--- config.mk ---
export PLATFORM = sky130hd
export DESIGN_NAME = uart_tx_hold
export DESIGN_NICKNAME = d
export VERILOG_FILES = /design/src/rtl/uart_thb_pkg.sv /design/src/rtl/thb_mode_ctl.sv /design/src/rtl/thb_single.sv /design/src/rtl/thb_fifo.sv /design/src/rtl/uart_tx_hold.sv
export SDC_FILE = /design/constraint.sdc
export NUM_CORES = 1
export LEC_CHECK = 0
export ABC_AREA = 1
export BUFFER_PORTS_ARGS = -buffer_cell sky130_fd_sc_hd__buf_2
export CAP_MARGIN = 10
export CORE_MARGIN = 3
export CORE_UTILIZATION = 45
export DETAILED_ROUTE_END_ITERATION = 6
export SLEW_MARGIN = 25
export SYNTH_ARGS = -nofsm -noshare
export SYNTH_HDL_FRONTEND = slang
export SYNTH_SLANG_ARGS = --single-unit
--- constraint.sdc ---
create_clock -name clk -period 4.95 [get_ports clk]
set_input_delay 1.485 -clock clk [delete_from_list [all_inputs] [get_ports clk]]
set_output_delay 1.485 -clock clk [all_outputs]
set_load 0.03 [all_outputs]
--- src/rtl/uart_thb_pkg.sv ---
// Package: shared constants for the UART transmit holding buffer.
// Assumes: the line status byte is 8 bits wide and its holding-empty flag
// sits at bit 5, where the status decoder expects it.
package uart_thb_pkg;
    localparam int LSR_W        = 8;
    localparam int LSR_EMPTY_IX = 5;

    typedef enum logic {
        MODE_SINGLE = 1'b0,
        MODE_FIFO   = 1'b1
    } thb_mode_e;
endpackage

--- src/rtl/thb_mode_ctl.sv ---
// Module: thb_mode_ctl
// Follows the FIFO-enable control and raises a flush for the one clock edge
// at which the input differs from its value at the previous edge.
// Assumes: fifo_en is a quasi-static control input.
module thb_mode_ctl
    import uart_thb_pkg::*;
(
    input  logic      clk,
    input  logic      rst_n,
    input  logic      fifo_en,
    output thb_mode_e mode,
    output logic      flush
);
    logic en_q;

    // Purpose: remember the enable as sampled at the last edge.
    always_ff @(posedge clk) begin
        if (!rst_n) en_q <= 1'b0;
        else        en_q <= fifo_en;
    end

    // Purpose: decode the mode and the mode-change flush.
    always_comb begin
        mode  = fifo_en ? MODE_FIFO : MODE_SINGLE;
        flush = (fifo_en != en_q);
    end
endmodule

--- src/rtl/thb_single.sv ---
// Module: thb_single
// One-character holding register for single-register mode. A write always
// replaces the stored byte, and a load with no write at the same edge empties it.
// Assumes: act is low while the other mode is selected.
module thb_single #(
    parameter int DATA_W = 8
) (
    input  logic              clk,
    input  logic              rst_n,
    input  logic              act,
    input  logic              flush,
    input  logic              wr,
    input  logic [DATA_W-1:0] wdata,
    input  logic              ld,
    output logic [DATA_W-1:0] rdata,
    output logic              valid
);
    logic [DATA_W-1:0] data_q;
    logic              valid_q;

    // Purpose: store, overwrite, hand off or flush the single character.
    always_ff @(posedge clk) begin
        if (!rst_n) begin
            data_q  <= '0;
            valid_q <= 1'b0;
        end else if (flush) begin
            valid_q <= 1'b0;
        end else if (act) begin
            if (wr) begin
                data_q  <= wdata;
                valid_q <= 1'b1;
            end else if (ld) begin
                valid_q <= 1'b0;
            end
        end
    end

    // Purpose: drive the outputs from the register.
    always_comb begin
        rdata = data_q;
        valid = valid_q;
    end
endmodule

--- src/rtl/thb_fifo.sv ---
// Module: thb_fifo
// Circular queue for FIFO mode. A write is accepted only if fewer than DEPTH
// entries are held before the edge, and a load pops the head if one exists.
// Assumes: DEPTH >= 2, and act is low while the other mode is selected.
module thb_fifo #(
    parameter int DATA_W = 8,
    parameter int DEPTH  = 16
) (
    input  logic                       clk,
    input  logic                       rst_n,
    input  logic                       act,
    input  logic                       flush,
    input  logic                       wr,
    input  logic [DATA_W-1:0]          wdata,
    input  logic                       ld,
    output logic [DATA_W-1:0]          rdata,
    output logic                       valid,
    output logic [$clog2(DEPTH+1)-1:0] count
);
    localparam int PTR_W = $clog2(DEPTH);
    localparam int CNT_W = $clog2(DEPTH + 1);

    logic [PTR_W-1:0]  wr_ptr_q, rd_ptr_q;
    logic [CNT_W-1:0]  cnt_q;
    logic              push, pop;
    logic [DATA_W-1:0] ent_rd [DEPTH];

    // Purpose: decide which queue operations take effect at this edge.
    always_comb begin
        push = act && !flush && wr && (cnt_q < CNT_W'(DEPTH));
        pop  = act && !flush && ld && (cnt_q != '0);
    end

    // Purpose: one storage entry per queue slot, written when the tail points at it.
    for (genvar i = 0; i < DEPTH; i++) begin : g_ent
        logic [DATA_W-1:0] ent_q;

        // Purpose: capture the pushed byte into this slot.
        always_ff @(posedge clk) begin
            if (!rst_n)                              ent_q <= '0;
            else if (push && wr_ptr_q == PTR_W'(i))  ent_q <= wdata;
        end

        assign ent_rd[i] = ent_q;
    end

    // Purpose: advance the pointers and the occupancy count, or clear them on a flush.
    always_ff @(posedge clk) begin
        if (!rst_n || flush) begin
            wr_ptr_q <= '0;
            rd_ptr_q <= '0;
            cnt_q    <= '0;
        end else begin
            if (push) wr_ptr_q <= (wr_ptr_q == PTR_W'(DEPTH - 1)) ? '0 : wr_ptr_q + 1'b1;
            if (pop)  rd_ptr_q <= (rd_ptr_q == PTR_W'(DEPTH - 1)) ? '0 : rd_ptr_q + 1'b1;
            case ({push, pop})
                2'b10:   cnt_q <= cnt_q + 1'b1;
                2'b01:   cnt_q <= cnt_q - 1'b1;
                default: cnt_q <= cnt_q;
            endcase
        end
    end

    // Purpose: present the head entry and the occupancy.
    always_comb begin
        rdata = ent_rd[rd_ptr_q];
        valid = (cnt_q != '0);
        count = cnt_q;
    end
endmodule

--- src/rtl/uart_tx_hold.sv ---
// Module: uart_tx_hold
// Transmit holding buffer of a UART. Bus writes to any of ALIAS_N aliased
// word locations deliver their low byte either to a one-entry holding
// register or to a DEPTH-entry queue, depending on fifo_en. The transmitter
// takes one byte per cycle of ld_req. Bit 5 of line_stat reports holding-empty.
// Assumes: ld_req is only raised by the transmitter when it wants a byte.
module uart_tx_hold
    import uart_thb_pkg::*;
#(
    parameter int DATA_W  = 8,
    parameter int BUS_W   = 32,
    parameter int DEPTH   = 16,
    parameter int ALIAS_N = 16
) (
    input  logic                       clk,
    input  logic                       rst_n,
    input  logic                       fifo_en,
    input  logic                       wr_en,
    input  logic [$clog2(ALIAS_N)-1:0] wr_addr,
    input  logic [BUS_W-1:0]           wr_data,
    input  logic                       ld_req,
    output logic [DATA_W-1:0]          tx_byte,
    output logic                       tx_avail,
    output logic [LSR_W-1:0]           line_stat
);
    localparam int CNT_W = $clog2(DEPTH + 1);

    thb_mode_e         mode;
    logic              mode_flush;
    logic [DATA_W-1:0] wbyte;
    logic [DATA_W-1:0] sgl_byte, fifo_byte;
    logic              sgl_valid, fifo_valid;
    logic [CNT_W-1:0]  fifo_cnt;
    logic              unused_bus;

    // Purpose: keep only the character byte; the alias index and the upper bits are dropped.
    always_comb begin
        wbyte      = wr_data[DATA_W-1:0];
        unused_bus = ^{wr_addr, wr_data[BUS_W-1:DATA_W]};
    end

    thb_mode_ctl u_mode (
        .clk     (clk),
        .rst_n   (rst_n),
        .fifo_en (fifo_en),
        .mode    (mode),
        .flush   (mode_flush)
    );

    thb_single #(.DATA_W(DATA_W)) u_single (
        .clk   (clk),
        .rst_n (rst_n),
        .act   (mode == MODE_SINGLE),
        .flush (mode_flush),
        .wr    (wr_en),
        .wdata (wbyte),
        .ld    (ld_req),
        .rdata (sgl_byte),
        .valid (sgl_valid)
    );

    thb_fifo #(.DATA_W(DATA_W), .DEPTH(DEPTH)) u_fifo (
        .clk   (clk),
        .rst_n (rst_n),
        .act   (mode == MODE_FIFO),
        .flush (mode_flush),
        .wr    (wr_en),
        .wdata (wbyte),
        .ld    (ld_req),
        .rdata (fifo_byte),
        .valid (fifo_valid),
        .count (fifo_cnt)
    );

    // Purpose: select the active store and build the line status byte.
    always_comb begin
        tx_byte   = (mode == MODE_FIFO) ? fifo_byte  : sgl_byte;
        tx_avail  = (mode == MODE_FIFO) ? fifo_valid : sgl_valid;
        line_stat = '0;
        line_stat[LSR_EMPTY_IX] = !tx_avail;
    end
endmodule

Yosys cells after proc, flatten, opt, wreduce, memory -nomap -nowiden
Cells that the tools add are included.

Register bits: 151. Bits in latches: 0. Bits in writable memories: 0. ROM bits: 0. Bits of input ports: 41. Logic and storage cells: 94. Memories kept: 0.

$add $sub $neg: 4. $mul: 0. Divide/modulo/power cells: 0. Order comparisons: 2. Equal/unequal tests: 19. Shifts and indexed selects: 0. Muxes and demuxes: 11. Bitwise operators: 4. Reduce and logical (&&, ||, !) cells: 32.

Operator list (number): == test 4 bit, second input constant (9); binary-select mux 8 bit (select 4 bit) (1); two-way mux 8 bit (3); logical AND 1 bit (21); == test 4 x 3 -> 1 bit, second input constant (4); one-hot mux 5 bit (2 select lines) (1); adder 4 x 1 -> 4 bit, second input constant (2); == test 4 x 2 -> 1 bit, second input constant (2); two-way mux 4 bit (2); adder 5 x 1 -> 5 bit, second input constant (1); greater-or-equal comparator 5 bit, second input constant (1); < comparator 5 bit, second input constant (1); NOT 4 -> 5 bit (1); nonzero test 5 bit (1); subtractor 5 x 1 -> 5 bit, second input constant (1); == test 4 x 1 -> 1 bit, second input constant (1); zero test 4 bit (1); two-way mux 1 bit (4); nonzero test 2 bit (2); zero test 1 bit (3); NOT 1 bit (3); AND reduction 3 bit (1); == test 2 x 1 -> 1 bit, second input constant (1); == test 2 bit, second input constant (1); 4 further kinds (4).

Logic depth before layout (Yosys ltp)
Depth in word-level cells: 7. Gate-level depth with buffers: 14. Mapped depth without buffers: 14.

By module
From an unflattened synthesis, not the netlist that was laid out.

Cell total of the unflattened synthesis: 1242. Area total of the unflattened synthesis: 7803.7 um2.

By module, submodules not included: thb_fifo (times used 1, cells each 1132, area an instance 7155.6 um2, sequential area each 2822.7 um2); thb_single (times used 1, cells each 58, area an instance 395.4 um2, sequential area each 180.2 um2); uart_tx_hold (times used 1, cells each 43, area an instance 198.9 um2, sequential area each 0.0 um2); thb_mode_ctl (times used 1, cells each 9, area an instance 53.8 um2, sequential area each 20.0 um2).

Worst setup path before layout
OpenSTA, ideal clock, no wires.

Path kind: input port to output port. Start point: input port fifo_en. End point: output port line_stat[5]. Arrival: 2.777 ns. Data required time: 3.465 ns. Setup slack: 0.688 ns. Stages on the path: 3. Path buffers: 1. Cell sequence: clkbuf_1 -> o21ai_0 -> inv_1.

Word-level cells in the longest chain between the ends: 3.

Ends and longest elaborated chain: from (decl) (line uart_tx_hold.sv:17) `input logic fifo_en,`; two-way mux 1 bit (line thb_mode_ctl.sv:24) `mode = fifo_en ? MODE_FIFO : MODE_SINGLE;`; two-way mux 1 bit (line uart_tx_hold.sv:78) `tx_avail = (mode == MODE_FIFO) ? fifo_valid : sgl_valid;`; net tx_avail (line uart_tx_hold.sv:23) `output logic tx_avail,`; zero test 1 bit (line uart_tx_hold.sv:80) `line_stat[LSR_EMPTY_IX] = !tx_avail;`; to (decl) (line uart_tx_hold.sv:24) `output logic [LSR_W-1:0] line_stat`.

The timed path passes the listed nets, and every way through them passes these cells.

Final worst setup path
Start point: register u_fifo.rd_ptr_q[0]. End point: output port tx_byte[6].

Word-level cells in the longest chain between the ends: 5.

Ends and longest elaborated chain: from (decl) (line thb_fifo.sv:23) `logic [PTR_W-1:0] wr_ptr_q, rd_ptr_q;`; from (signal assigned) (line thb_fifo.sv:55) `if (pop) rd_ptr_q <= (rd_ptr_q == PTR_W'(DEPTH - 1)) ? '0 : rd_ptr_q + 1'b1;`; NOT 4 -> 5 bit (implied by the code) (line thb_fifo.sv:66) `rdata = ent_rd[rd_ptr_q];`; binary-select mux 8 bit (select 4 bit) (line thb_fifo.sv:66); two-way mux 8 bit (implied by the code) (2 in series) (line thb_fifo.sv:66); two-way mux 8 bit (line uart_tx_hold.sv:77) `tx_byte = (mode == MODE_FIFO) ? fifo_byte : sgl_byte;`; to (decl) (line uart_tx_hold.sv:22) `output logic [DATA_W-1:0] tx_byte,`.

Every way passes these cells. The select of a mux whose other input is x is not followed.

==> report_table.html <==
<table>
<tr><th>Metric</th><th>Value</th></tr>
<tr><th colspan="2">Setup path</th></tr>
<tr><td>Type of the worst setup path</td><td>flop to primary output</td></tr>
<tr><td>Kind of capture point of the worst setup path</td><td>primary output</td></tr>
<tr><td>Highest-delay cell along the critical path</td><td>sky130_fd_sc_hd__buf_4</td></tr>
<tr><td>Worst Path Required</td><td>3.46 ns</td></tr>
<tr><td>Longest individual stage delay on the worst path</td><td>0.67 ns</td></tr>
<tr><td>Buffers and inverters on the worst path</td><td>2</td></tr>
<tr><td>CP delay by family, top</td><td>buffers and inverters</td></tr>
<tr><td>Cells along the critical path</td><td>buf_4, nor2_1, nor2_1, nand2_1, nand3_1, nand3_1, a21oi_1, buf_2</td></tr>
<tr><td>Data arrival at the endpoint of the critical path</td><td>between 2 and 2.5 ns</td></tr>
<tr><td>Crit path max fanout</td><td>74</td></tr>
<tr><td>CP Launch Type</td><td>flop</td></tr>
<tr><th colspan="2">Run status</th></tr>
<tr><td>Result of the run</td><td>finished clean</td></tr>
<tr><th colspan="2">Die</th></tr>
<tr><td>Die footprint</td><td>17,800 um2</td></tr>
<tr><td>Area inside the core boundary</td><td>between 15,000 and 20,000 um2</td></tr>
<tr><td>Effective utilization at floorplan</td><td>0.469</td></tr>
<tr><td>Horizontal extent of the die</td><td>133 um</td></tr>
<tr><td>Number of placement rows</td><td>45</td></tr>
<tr><td>Die Height</td><td>133 um</td></tr>
<tr><td>I/O pin count</td><td>58</td></tr>
<tr><th colspan="2">GRT</th></tr>
<tr><td>Met1 capacity usage during global routing</td><td>0.294</td></tr>
<tr><td>GRT Max-Usage Layer</td><td>met2</td></tr>
<tr><td>Gr usage total</td><td>0.219</td></tr>
<tr><td>Fraction of met2 tracks used by global routing</td><td>0.352</td></tr>
<tr><td>Largest net degree at the start of global routing</td><td>80</td></tr>
<tr><td>M3 GR Usage</td><td>0.0457</td></tr>
<tr><td>Total congestion overflow after global routing</td><td>0</td></tr>
<tr><td>Global-route wire length before repair</td><td>roughly 31,000 um</td></tr>
<tr><td>Number of antenna violations at the first check in global routing</td><td>0</td></tr>
<tr><td>Via count of the first global-routing pass</td><td>5,819</td></tr>
<tr><th colspan="2">Routing</th></tr>
<tr><td>Total length of routed wires</td><td>19,300 um</td></tr>
<tr><td>Routed length per instance</td><td>15.5 um</td></tr>
<tr><td>First-pass iteration count of the detailed router</td><td>4</td></tr>
<tr><td>DRC violations left</td><td>0</td></tr>
<tr><td>DRT iter0 DRCs</td><td>458</td></tr>
<tr><td>Antenna-violating nets left</td><td>0</td></tr>
<tr><td>Mean number of vias per cell</td><td>5.08</td></tr>
<tr><td>Via count</td><td>6,336</td></tr>
<tr><th colspan="2">Synth</th></tr>
<tr><td>Synthesized area per cell</td><td>between 7 and 8 um2</td></tr>
<tr><td>Main combinational cell family by area after synthesis</td><td>simple AND/OR/NAND/NOR gates</td></tr>
<tr><td>Post-Synthesis Cells</td><td>1,039</td></tr>
<tr><td>Post-synthesis share of cell area spent on xor and xnor gates</td><td>0.00361</td></tr>
<tr><td>Adder-cell area share of the yosys netlist</td><td>0.0216</td></tr>
<tr><td>Summed instance area of the synthesized netlist</td><td>roughly 7300 um2</td></tr>
<tr><td>Area fraction in compound gates after synthesis</td><td>0.177</td></tr>
<tr><td>Simple-gate area share of the yosys netlist</td><td>0.266</td></tr>
<tr><td>Mux contribution to synthesized area</td><td>0</td></tr>
<tr><td>Proportion of synthesized chip area in sequential cells</td><td>0.415</td></tr>
<tr><td>Number of different library cells in the post-synthesis netlist</td><td>31</td></tr>
<tr><td>Number of warnings issued by yosys</td><td>0</td></tr>
<tr><td>Synth Register Bits</td><td>roughly 150</td></tr>
<tr><th colspan="2">Pwr</th></tr>
<tr><td>Power density cells</td><td>346 nW/um2</td></tr>
<tr><td>VDD IR-drop max</td><td>261 uV</td></tr>
<tr><td>LEAKAGE</td><td>approximately 3.2 nW</td></tr>
<tr><td>Sw Ratio</td><td>0.227</td></tr>
<tr><td>Sw Pwr</td><td>0.627 mW</td></tr>
<tr><td>Share of power burned in combinational logic</td><td>0.050</td></tr>
<tr><td>Internal Power</td><td>2.14 mW</td></tr>
<tr><td>Fraction of power consumed by sequential logic</td><td>0.444</td></tr>
<tr><td>Clock power frac</td><td>0.506</td></tr>
<tr><th colspan="2">Cells and area</th></tr>
<tr><td>Fill cells</td><td>1,631</td></tr>
<tr><td>Diodes inserted</td><td>0</td></tr>
<tr><td>Net count, final</td><td>1,077</td></tr>
<tr><td>Commonest non-fill, non-tap cell in the layout</td><td>sky130_fd_sc_hd__nand2_1</td></tr>
<tr><td>Fraction of final layout cells sized beyond drive strength 1</td><td>0.0839</td></tr>
<tr><td>Synthesis-to-finish area growth</td><td>9.60%</td></tr>
<tr><td>Leading cell types in the layout, fill and taps excluded</td><td>166 x sky130_fd_sc_hd__nand2_1, 150 x sky130_fd_sc_hd__dfxtp_1, 137 x sky130_fd_sc_hd__nor2_1, 130 x sky130_fd_sc_hd__o21ai_0, 115 x sky130_fd_sc_hd__a21oi_1</td></tr>
<tr><th colspan="2">STA</th></tr>
<tr><td>Final-report setup violation count</td><td>0</td></tr>
<tr><td>Hold_ws</td><td>0.450 ns</td></tr>
<tr><td>Final sum of negative setup slack</td><td>0 ns</td></tr>
<tr><td>Timing-limited maximum frequency</td><td>0.252 GHz</td></tr>
<tr><td>Share of the clock period used by the worst path after layout</td><td>0.802</td></tr>
<tr><td>Final Slew Violations</td><td>0</td></tr>
<tr><td>Final setup skew</td><td>0.00851 ns</td></tr>
<tr><td>Final number of hold-violating endpoints</td><td>0</td></tr>
<tr><td>Transition time of the tightest slew-check pin</td><td>0.870 ns</td></tr>
<tr><td>Period minus WS final</td><td>between 3 and 4 ns</td></tr>
<tr><td>RSZ-0062 raised after global routing</td><td>false</td></tr>
<tr><td>Worst-case headroom to the max-slew limit</td><td>0.420</td></tr>
<tr><th colspan="2">Clock tree</th></tr>
<tr><td>Clock sink total</td><td>approximately 150</td></tr>
<tr><td>PostCTS Resize Cnt</td><td>0</td></tr>
<tr><td>Number of buffers inserted during clock tree synthesis</td><td>17</td></tr>
<tr><td>Number of buffers inserted by hold repair at cts</td><td>0</td></tr>
<tr><td>TritonCTS clock tree</td><td>built</td></tr>
<tr><td>Clock latency at the later pin of the worst-skew pair</td><td>0.43 ns</td></tr>
<tr><td>Clock tree root driver cell</td><td>sky130_fd_sc_hd__clkbuf_16</td></tr>
<tr><td>Clock transition at path regs</td><td>0.06 ns</td></tr>
<tr><td>Number of buffers inserted to repair setup after CTS</td><td>0</td></tr>
<tr><td>H-tree level count</td><td>4</td></tr>
<tr><td>CTS Buffer Depth</td><td>2</td></tr>
<tr><th colspan="2">Placement</th></tr>
<tr><td>Global placer's final weighted congestion</td><td>roughly 0.80</td></tr>
<tr><td>Sum of net half-perimeters after detailed placement</td><td>11,700 um</td></tr>
<tr><td>Number of I/O port buffers</td><td>22</td></tr>
<tr><th colspan="2">Flow run</th></tr>
<tr><td>Number of maximum-capacitance constraint violations</td><td>0</td></tr>
<tr><th colspan="2">Min path</th></tr>
<tr><td>Worst hold path class</td><td>flop to flop</td></tr>
</table>
-- stage by stage --
stage	area [um2]	total power, mW	std cells	worst slack [ns]	utilization
floorplan	7310	1.35	1045	0.688	-
CTS	7990	2.78	1248	0.967	0.514
global route	7990	2.85	1248	0.823	0.514
detailed placement	7350	1.39	1216	1.06	0.473
finish	7990	2.76	1248	0.982	0.514
global placement	7350	1.39	1216	1.05	0.473
-- final timing paths --
path	start	endpoint	slack (ns)	cells past startpoint
worst max-delay path	u_fifo.rd_ptr_q[0]$_SDFFE_PP0P_	tx_byte[6]	0.98	8
worst min-delay path	u_fifo.g_ent[9].ent_q[6]$_SDFFE_PN0P_	u_fifo.g_ent[9].ent_q[6]$_SDFFE_PN0P_	0.45	2
worst max register to register	u_fifo.count[0]$_SDFFE_PP0P_	u_fifo.count[4]$_SDFFE_PP0P_	2.64	13
worst min register to register	u_fifo.g_ent[9].ent_q[6]$_SDFFE_PN0P_	u_fifo.g_ent[9].ent_q[6]$_SDFFE_PN0P_	0.45	2
-- registers in the layout (all words and copies together) (netlist names) --
signal              count
u_single.rdata          8
u_fifo.rd_ptr_q         4
u_fifo.wr_ptr_q         4
u_fifo.g_ent.ent_q    128
u_fifo.count            5
u_mode.en_q             1
u_single.valid          1
-- cell usage after synthesis, drive strengths merged --
cell | instances | area, um2
nor4 | 1 | 6.26
nand2 | 167 | 629
ha | 11 | 138
nand4 | 12 | 208
inv | 120 | 453
a21oi | 115 | 576
o21ai | 142 | 711
nor3 | 5 | 41.3
conb | 1 | 3.75
nor2 | 140 | 548
clkinv | 4 | 15.0
dfxtp | 151 | 3020
nand3 | 98 | 503
clkbuf | 32 | 120
fa | 1 | 20.0
xor2 | 3 | 26.3
buf | 36 | 267
-- layout make-up --
cell class / instances / area [um2] / area share
inverters: 124 / 468 / 0.0586
well taps: 211 / 264 / 0.0331
repair buffers: 28 / 158 / 0.0197
clock inverters: 12 / 174 / 0.0218
multi-input cells: 702 / 3430 / 0.430
clock buffers: 20 / 467 / 0.0584
flip-flops and latches: 151 / 3020 / 0.379
-- power groups by stage --
stage / Sequential [mW] / Combinational, mW / Clock, mW
after floorplan: 1.25 / 0.0990 / 0
after global placement: 1.25 / 0.136 / 0
after detailed placement: 1.25 / 0.137 / 0
after CTS: 1.23 / 0.138 / 1.42
after global routing: 1.23 / 0.152 / 1.47
final: 1.23 / 0.138 / 1.40
-- metal layers --
metal  wire length, um  share of wire
met5                 0              0
met4               410          0.021
met3               739          0.038
met2              8770           0.45
met1              9360           0.49
-- tightest hold or removal path: cells and delay by family (launching register included) --
family / cells / cell delay, ns
compound gates: 1 / 0.05
buf+inv: 1 / 0.05
flops: 1 / 0.29
-- kinds of logic (layout without fill, tap and decap cells) --
kind of cell,count (synthesis),after routing
buffers and inverters,192,184
xor gates and xnor gates,3,3
adders and majority gates,12,12
and+or+nand+nor,423,423
AOI/OAI and AO/OA,257,257
other,1,7
DFF,151,151
(Power assumes the default switching activity.)
